[config.mk]
export PLATFORM = sky130hd
export DESIGN_NAME = branch_pc_unit
export DESIGN_NICKNAME = d
export VERILOG_FILES = /design/src/rtl/branch_pc_pkg.sv /design/src/rtl/bpu_decode.sv /design/src/rtl/bpu_cond_eval.sv /design/src/rtl/bpu_flag_reg.sv /design/src/rtl/bpu_pc_select.sv /design/src/rtl/branch_pc_unit.sv
export SDC_FILE = /design/constraint.sdc
export NUM_CORES = 1
export LEC_CHECK = 0
export ABC_CLOCK_PERIOD_IN_PS = 2800
export BUFFER_PORTS_ARGS = -buffer_cell sky130_fd_sc_hd__buf_4
export CORE_AREA = 10 10 136 107
export DETAILED_ROUTE_END_ITERATION = 16
export DIE_AREA = 0 0 146 117
export PLACE_DENSITY = 0.85
export SYNTH_ARGS = -nofsm -noshare
export SYNTH_HDL_FRONTEND = slang
export SYNTH_SLANG_ARGS = --single-unit
[constraint.sdc]
create_clock -name clk -period 2.8 [get_ports clk]
set_clock_uncertainty 0.05 [all_clocks]
set_input_delay 0.56 -clock clk [delete_from_list [all_inputs] [get_ports clk]]
set_output_delay 0.56 -clock clk [all_outputs]
set_load 0.03 [all_outputs]
[src/rtl/branch_pc_pkg.sv]
package branch_pc_pkg;

  localparam logic [3:0] OPC_HALT  = 4'h0;
  localparam logic [3:0] OPC_NOP   = 4'h1;
  localparam logic [3:0] OPC_CMOV  = 4'h2;
  localparam logic [3:0] OPC_IRMOV = 4'h3;
  localparam logic [3:0] OPC_RMMOV = 4'h4;
  localparam logic [3:0] OPC_MRMOV = 4'h5;
  localparam logic [3:0] OPC_ALU   = 4'h6;
  localparam logic [3:0] OPC_JUMP  = 4'h7;
  localparam logic [3:0] OPC_CALL  = 4'h8;
  localparam logic [3:0] OPC_RET   = 4'h9;
  localparam logic [3:0] OPC_PUSH  = 4'hA;
  localparam logic [3:0] OPC_POP   = 4'hB;
  localparam logic [3:0] OPC_LAST  = OPC_POP;

  localparam logic [3:0] CND_ALWAYS = 4'd0;
  localparam logic [3:0] CND_LE     = 4'd1;
  localparam logic [3:0] CND_LT     = 4'd2;
  localparam logic [3:0] CND_EQ     = 4'd3;
  localparam logic [3:0] CND_NE     = 4'd4;
  localparam logic [3:0] CND_GE     = 4'd5;
  localparam logic [3:0] CND_GT     = 4'd6;
  localparam logic [3:0] CND_LAST   = CND_GT;

  typedef struct packed {
    logic zf;
    logic sf;
    logic of;
  } flags_t;

  localparam flags_t FLAGS_RESET = '{zf: 1'b1, sf: 1'b0, of: 1'b0};

  typedef enum logic [1:0] {
    SRC_SEQ    = 2'd0,
    SRC_BRANCH = 2'd1,
    SRC_CALL   = 2'd2,
    SRC_RET    = 2'd3
  } pc_src_e;

endpackage

[src/rtl/bpu_decode.sv]
module bpu_decode
  import branch_pc_pkg::*;
(
  input  logic [3:0] opcode,
  input  logic [3:0] func,
  input  logic       halt_req,
  output pc_src_e    pc_src,
  output logic       is_alu,
  output logic       stop
);

  logic uses_cond;
  logic bad_opcode;
  logic bad_cond;

  assign uses_cond  = (opcode == OPC_CMOV) || (opcode == OPC_JUMP);
  assign bad_opcode = (opcode > OPC_LAST);
  assign bad_cond   = uses_cond && (func > CND_LAST);
  assign stop       = halt_req || (opcode == OPC_HALT) || bad_opcode || bad_cond;
  assign is_alu     = (opcode == OPC_ALU);

  always_comb begin
    unique case (opcode)
      OPC_JUMP: pc_src = SRC_BRANCH;
      OPC_CALL: pc_src = SRC_CALL;
      OPC_RET:  pc_src = SRC_RET;
      default:  pc_src = SRC_SEQ;
    endcase
  end

endmodule

[src/rtl/bpu_cond_eval.sv]
module bpu_cond_eval
  import branch_pc_pkg::*;
(
  input  flags_t     flags,
  input  logic [3:0] func,
  output logic       cond
);

  logic less;

  assign less = flags.sf ^ flags.of;

  always_comb begin
    case (func)
      CND_ALWAYS: cond = 1'b1;
      CND_LE:     cond = less | flags.zf;
      CND_LT:     cond = less;
      CND_EQ:     cond = flags.zf;
      CND_NE:     cond = ~flags.zf;
      CND_GE:     cond = ~less;
      CND_GT:     cond = ~less & ~flags.zf;
      default:    cond = 1'b0;
    endcase
  end

endmodule

[src/rtl/bpu_flag_reg.sv]
module bpu_flag_reg
  import branch_pc_pkg::*;
#(
  parameter int DATA_W = 64
) (
  input  logic              clk,
  input  logic              rst_n,
  input  logic              upd_en,
  input  logic [DATA_W-1:0] result,
  input  logic              ovf,
  output flags_t            flags
);

  localparam int SIGN_BIT = DATA_W - 1;

  flags_t flags_d;

  assign flags_d.zf = (result == '0);
  assign flags_d.sf = result[SIGN_BIT];
  assign flags_d.of = ovf;

  always_ff @(posedge clk or negedge rst_n) begin
    if (!rst_n)      flags <= FLAGS_RESET;
    else if (upd_en) flags <= flags_d;
  end


  flags_hold_chk: assert property (@(posedge clk) disable iff (!rst_n)
    !upd_en |=> $stable(flags));


  flags_zero_sign_chk: assert property (@(posedge clk) disable iff (!rst_n)
    upd_en |=> !(flags.zf && flags.sf));

endmodule

[src/rtl/bpu_pc_select.sv]
module bpu_pc_select
  import branch_pc_pkg::*;
#(
  parameter int ADDR_W = 64
) (
  input  pc_src_e           pc_src,
  input  logic              cond,
  input  logic [ADDR_W-1:0] valc,
  input  logic [ADDR_W-1:0] valp,
  input  logic [ADDR_W-1:0] valm,
  output logic [ADDR_W-1:0] next_pc
);

  always_comb begin
    unique case (pc_src)
      SRC_BRANCH: next_pc = cond ? valc : valp;
      SRC_CALL:   next_pc = valc;
      SRC_RET:    next_pc = valm;
      default:    next_pc = valp;
    endcase
  end

endmodule

[src/rtl/branch_pc_unit.sv]
module branch_pc_unit
  import branch_pc_pkg::*;
#(
  parameter int DATA_W = 64,
  parameter int ADDR_W = 64
) (
  input  logic              clk,
  input  logic              rst_n,
  input  logic [3:0]        opcode,
  input  logic [3:0]        func,
  input  logic [DATA_W-1:0] alu_result,
  input  logic              alu_ovf,
  input  logic [ADDR_W-1:0] valc,
  input  logic [ADDR_W-1:0] valp,
  input  logic [ADDR_W-1:0] valm,
  input  logic              halt_req,
  output logic              cond_true,
  output logic [ADDR_W-1:0] pc,
  output logic              halted
);

  pc_src_e           pc_src;
  logic              is_alu;
  logic              stop;
  logic              exec;
  flags_t            flags;
  logic [ADDR_W-1:0] next_pc;

  bpu_decode u_decode (
    .opcode   (opcode),
    .func     (func),
    .halt_req (halt_req),
    .pc_src   (pc_src),
    .is_alu   (is_alu),
    .stop     (stop)
  );

  assign exec = !halted && !stop;

  bpu_flag_reg #(.DATA_W(DATA_W)) u_flags (
    .clk    (clk),
    .rst_n  (rst_n),
    .upd_en (exec && is_alu),
    .result (alu_result),
    .ovf    (alu_ovf),
    .flags  (flags)
  );

  bpu_cond_eval u_cond (
    .flags (flags),
    .func  (func),
    .cond  (cond_true)
  );

  bpu_pc_select #(.ADDR_W(ADDR_W)) u_sel (
    .pc_src  (pc_src),
    .cond    (cond_true),
    .valc    (valc),
    .valp    (valp),
    .valm    (valm),
    .next_pc (next_pc)
  );

  always_ff @(posedge clk or negedge rst_n) begin
    if (!rst_n)    pc <= '0;
    else if (exec) pc <= next_pc;
  end

  always_ff @(posedge clk or negedge rst_n) begin
    if (!rst_n)                halted <= 1'b0;
    else if (!halted && stop)  halted <= 1'b1;
  end


  halt_sticky_chk: assert property (@(posedge clk) disable iff (!rst_n)
    halted |=> halted);


  halt_pc_frozen_chk: assert property (@(posedge clk) disable iff (!rst_n)
    halted |=> $stable(pc));


  stop_entry_chk: assert property (@(posedge clk) disable iff (!rst_n)
    (!halted && opcode == OPC_HALT) |=> (halted && $stable(pc)));


  call_target_chk: assert property (@(posedge clk) disable iff (!rst_n)
    (!halted && !halt_req && opcode == OPC_CALL) |=> (pc == $past(valc)));


  ret_target_chk: assert property (@(posedge clk) disable iff (!rst_n)
    (!halted && !halt_req && opcode == OPC_RET) |=> (pc == $past(valm)));


  jump_taken_chk: assert property (@(posedge clk) disable iff (!rst_n)
    (!halted && !halt_req && opcode == OPC_JUMP && func <= CND_LAST && cond_true)
      |=> (pc == $past(valc)));

endmodule

Word level (Yosys, flattened, before mapping). Cells that the tools add are included. Widths: inputs -> output; s select.

Eq/ne operators: 14. Multiplexer cells: 4. Reductions and logical operators: 13. Bitwise operators: 5. Magnitude comparators: 2.

Operators by type and width (count): $pmux 64 s3 (1); $logic_not 64->1 (1); $mux 64 (1); $eq 4x3->1 const B (5); $eq 4x2->1 const B (3); $eq 4x4->1 const B (2); $logic_not 4->1 (2); $pmux 1 s7 (1); $pmux 2 s3 (1); $eq 2x2->1 const B (2); $eq 4x1->1 const B (1); $gt 4x3->1 const B (1); $gt 4x4->1 const B (1); $logic_and 1x1->1 (4); $logic_or 1x1->1 (4); $eq 2x1->1 const B (1); $logic_not 1->1 (2); $not 1->1 (2); $and 1x1->1 (1); $or 1x1->1 (1); $xor 1x1->1 (1).

Bits of input ports: 268. Word-level logic and storage cells: 43. Flip-flop bits (word level): 68. Output and inout port bits: 66.

Longest topological paths before layout.
Depth after elaboration: 7. Depth in mapped cells: 8. Depth with buffers taken out: 5.

Modules after synthesis. Synthesis repeated with hierarchy kept, for this count alone.

Cell total of the unflattened synthesis: 491. Area, all modules: 5559.1 um^2.

Modules (own cells, without submodules): branch_pc_unit (seq. area each 1626.6 um^2, cells an instance 139, instances 1, area each 2583.7 um^2); bpu_pc_select (seq. area each 0.0 um^2, cells an instance 302, instances 1, area each 2563.7 um^2); bpu_flag_reg (seq. area each 76.3 um^2, cells an instance 30, instances 1, area each 261.5 um^2); bpu_cond_eval (seq. area each 0.0 um^2, cells an instance 10, instances 1, area each 81.3 um^2); bpu_decode (seq. area each 0.0 um^2, cells an instance 10, instances 1, area each 68.8 um^2).

Worst setup path after synthesis. No wires, ideal clock.

Path type: in2reg. Start: input opcode[0]. End: register pc[0]. Cell stages on the path: 7. Setup slack: 0.469 ns. Arrival time: 2.155 ns. Data required time: 2.624 ns. Path buffers: 3. Setup time: 0.126 ns. Cell sequence: buf_2 buf_2 buf_1 mux2i_1 o2bb2ai_1 mux2_4 a221o_1.

Longest elaborated chain between the ends: 6. Elaborated cells between the ends (all ways): 18. Classes of those cells: order compare (1); eq/ne (7); mux (2); reduce/logical (8).

RTL lines: start, declared (line branch_pc_unit.sv:9) `input logic [3:0] opcode,`; branches (longest 6 deep; another with $pmux 64 s3); end signal, assigned (line branch_pc_unit.sv:66) `else if (exec) pc <= next_pc;`; end, declared (line branch_pc_unit.sv:18) `output logic [ADDR_W-1:0] pc,`.

Parallel ways; which one is timed is not known. A chain may end at the register's enable or synchronous reset.

Final worst setup path.
Start: input func[0]. End: register pc[5].

Longest elaborated chain between the ends: 5. Elaborated cells between the ends (all ways): 15. Classes of those cells: order compare (1); eq/ne (6); mux (3); reduce/logical (5).

RTL lines: start, declared (line branch_pc_unit.sv:10) `input logic [3:0] func,`; branches (longest 5 deep; another with $mux 64).

Parallel ways; which one is timed is not known.

==> results.json <==
{
  "netlist_area_mm2": 0.004995,
  "synth-seq-cells": 68,
  "detailroute.via_count": 5312,
  "hold_path.class": "in2async",
  "post_synth_inst_count": 416,
  "synth_top_family_by_area": "multiplexers",
  "setup_tns_final_ns": 0,
  "cts-root-buf": "sky130_fd_sc_hd__clkbuf_16",
  "globalRoute.totalOverflow": 0,
  "multiInputGateArea_mm2": 0.003102,
  "worst-slew-pin-transition_ns": 0.8913,
  "tritoncts": "done",
  "post-route-util_pct": 66.24,
  "drive_gt1_share_pct": 58.07,
  "final_common_cell": "sky130_fd_sc_hd__buf_4",
  "post_synth_fa_ha_maj_area_fraction_pct": 0,
  "total_power_uw": 3369,
  "report.final.slew_viol_count": 0,
  "wire_per_inst_um": 24.87,
  "post_dp_cell_area_mm2": 0.007655,
  "endpoint_class_of_the_critical_path": "flip-flop",
  "grt_start_max_net_pins": 69,
  "rr_worst_depth": 6,
  "standby_leakage_power_uw": 0.003918,
  "numClockSinks": 68,
  "timing.fmax_ghz": 0.4081,
  "layout-area-overhead-vs-synth_pct": 58.54,
  "synth.yosys.warnings": 0,
  "cellPowerDensity_mw_per_mm2": 425.4,
  "slew_headroom_pct": 40.58,
  "worstSetupPathType": "in2reg",
  "clkTransAtPathRegs_ns": 0.05,
  "postcts_resize_cnt": 0,
  "path_max_fanout": 40,
  "ir_drop_mv": 0.2659,
  "design_area_mm2": 0.007919,
  "route.final.wire_length_um": 22460,
  "die_area_mm2": 0.01708,
  "critPathRequiredTime_ns": 2.95,
  "drt_pass_1_iters": 4,
  "cts-buffers-inserted": 9,
  "num_rows": 35,
  "yosysUniqueCellTypes": 35,
  "port_buffers": 333,
  "synth.area.mux_share_pct": 31.59,
  "finalWorstSetupSlack_ns": 0.3493,
  "number_of_global_route_vias_before_repair": 5810,
  "synth_nets": 684,
  "cts_setup_buffers": 0,
  "drv_cap": 0,
  "synth_compound_gate_area_share_pct": 25.58,
  "die_h_um": 117,
  "drtAntennaViolNets": 0,
  "cp_data_arrival_time_ns": 2.60,
  "finalWeightedCongestion": 0.9988,
  "count_of_boundary_i_o_pins": 334,
  "worst_skew_pair.late_latency_ns": 0.32,
  "setup.worst_path.start_class": "primary input",
  "fp.dieW_um": 146,
  "grt_first_pass_wirelength_um": 33490,
  "rsz0062_at_grt": "false",
  "pre_cts_ws_ns": 0.01386,
  "finalSetupViolations": 0,
  "dpl.hpwl_um": 17480,
  "sequential_cell_area_mm2": 0.001703,
  "drc": 0,
  "post_synth_and_or_nand_nor_area_fraction_pct": 4.208,
  "core_region_area_mm2": 0.01196,
  "number_of_antenna_violations_at_the_first_check_in_global_routing": 0,
  "clock_path_buffers": 2,
  "fill_cells": 940,
  "final_hold_fails": 0,
  "post_synth_xor_area_fraction_pct": 0.1754,
  "ctsHtreeMaxLevel": 3,
  "synth.yosys.seq_area_share_pct": 34.09,
  "num-nets-final": 1000,
  "cts.hold.buffers_added": 0,
  "layout.cells.most_common_list": "sky130_fd_sc_hd__buf_4, sky130_fd_sc_hd__dfrtp_1, sky130_fd_sc_hd__mux2i_1",
  "initialDrtViolationCount": 369,
  "status": "completed",
  "avgSynthCellArea_um2": 12.01,
  "gr-usage-all-layers_pct": 24.60,
  "initial_utilization_pct": 41.78,
  "period_minus_slack_ns": 2.451,
  "routed_via_density": 5.883,
  "period_share_pct": 87.52,
  "antenna-diode-count": 0
}
[registers in the layout (all words and copies together), names as in the netlist]
signal / flops
pc: 64
u_flags.flags: 3
halted: 1
[worst max-delay path: stages]
cell and delay [ns]:
sky130_fd_sc_hd__buf_4 0.13, sky130_fd_sc_hd__a31oi_1 0.33, sky130_fd_sc_hd__o21bai_1 0.18, sky130_fd_sc_hd__a211oi_4 0.37, sky130_fd_sc_hd__buf_12 0.31, sky130_fd_sc_hd__mux2_2 0.38
sky130_fd_sc_hd__a221o_1 0.28
[layer usage]
layer | vias up | share of wire, % | global-route usage [%]
met5 | - | 0 | 0
met4 | 0 | 2.2 | 6.853
met3 | 39 | 7.4 | 7.222
met2 | 258 | 51 | 43.06
met1 | 2637 | 40 | 29.09
li1 | 2378 | - | -
[synthesized netlist by cell type (all sizes together)]
| master | n | area (um2) |
|---|---|---|
| clkbuf | 24 | 90.09 |
| a2bb2oi | 1 | 8.760 |
| o2bb2ai | 64 | 560.5 |
| or3b | 1 | 8.760 |
| nand2b | 1 | 6.260 |
| mux2 | 66 | 927.1 |
| nand4 | 4 | 25.02 |
| o21bai | 1 | 7.510 |
| or4 | 1 | 7.510 |
| or2 | 1 | 6.260 |
| nor3 | 2 | 15.01 |
| dfrtp | 67 | 1677 |
| nand3b | 1 | 7.510 |
| a221o | 64 | 640.6 |
| dfstp | 1 | 26.28 |
| nand2 | 3 | 11.26 |
| and2 | 1 | 6.260 |
| mux2i | 65 | 650.6 |
| inv | 2 | 7.510 |
| nor4 | 16 | 100.1 |
| a31oi | 2 | 12.51 |
| buf | 17 | 120.1 |
| a2111oi | 1 | 15.01 |
| o21a | 2 | 15.01 |
| nor2 | 3 | 11.26 |
| nand3 | 1 | 5.000 |
| xnor2 | 1 | 8.760 |
| o21ai | 2 | 10.00 |
| a211oi | 1 | 7.510 |
[area by class of cell]
cell class	instances	share of cell area (%)
tap	166	2.623
sequential	68	21.50
clock inverter	2	0.1264
timing repair buffer	346	33.28
multi-input combinational	305	39.17
clock buffer	14	3.207
inverter	2	0.09480
[final timing paths]
kind	startpoint	endpoint	slack, ns
worst max-delay path	func[0]	pc[5]$_DFFE_PN0P_	0.35
worst min register to register	u_flags.flags[2]$_DFFE_PN1P_	u_flags.flags[2]$_DFFE_PN1P_	0.47
worst max register to register	halted$_DFFE_PN0P_	pc[42]$_DFFE_PN0P_	0.60
max in group asynchronous	rst_n	pc[3]$_DFFE_PN0P_	1.81
worst min-delay path	rst_n	pc[32]$_DFFE_PN0P_	0.31
min in group clk	valc[50]	pc[50]$_DFFE_PN0P_	0.42
[per-stage QoR]
step / hold WS (ns) / std cells
final: 0.3146 / 903
after global routing: 0.3575 / 903
after CTS: 0.3534 / 903
after detailed placement: 0.4522 / 887
after global placement: 0.4501 / 887
after floorplan: 0.2144 / 416
[kinds of logic (layout without fill, tap and decap cells)]
group | after synthesis | in the layout
flip-flops | 68 | 68
multiplexers | 131 | 131
buffers and inverters | 43 | 364
XOR/XNOR | 1 | 1
AO/OA/AOI/OAI | 138 | 138
AND/OR/NAND/NOR | 35 | 35
[where the power goes]
part	internal [uW]	switching [uW]
clock	622	401
sequential	1080	65.6
combinational	642	555
total	2350	1020
Power figures use the tool's default switching activity.
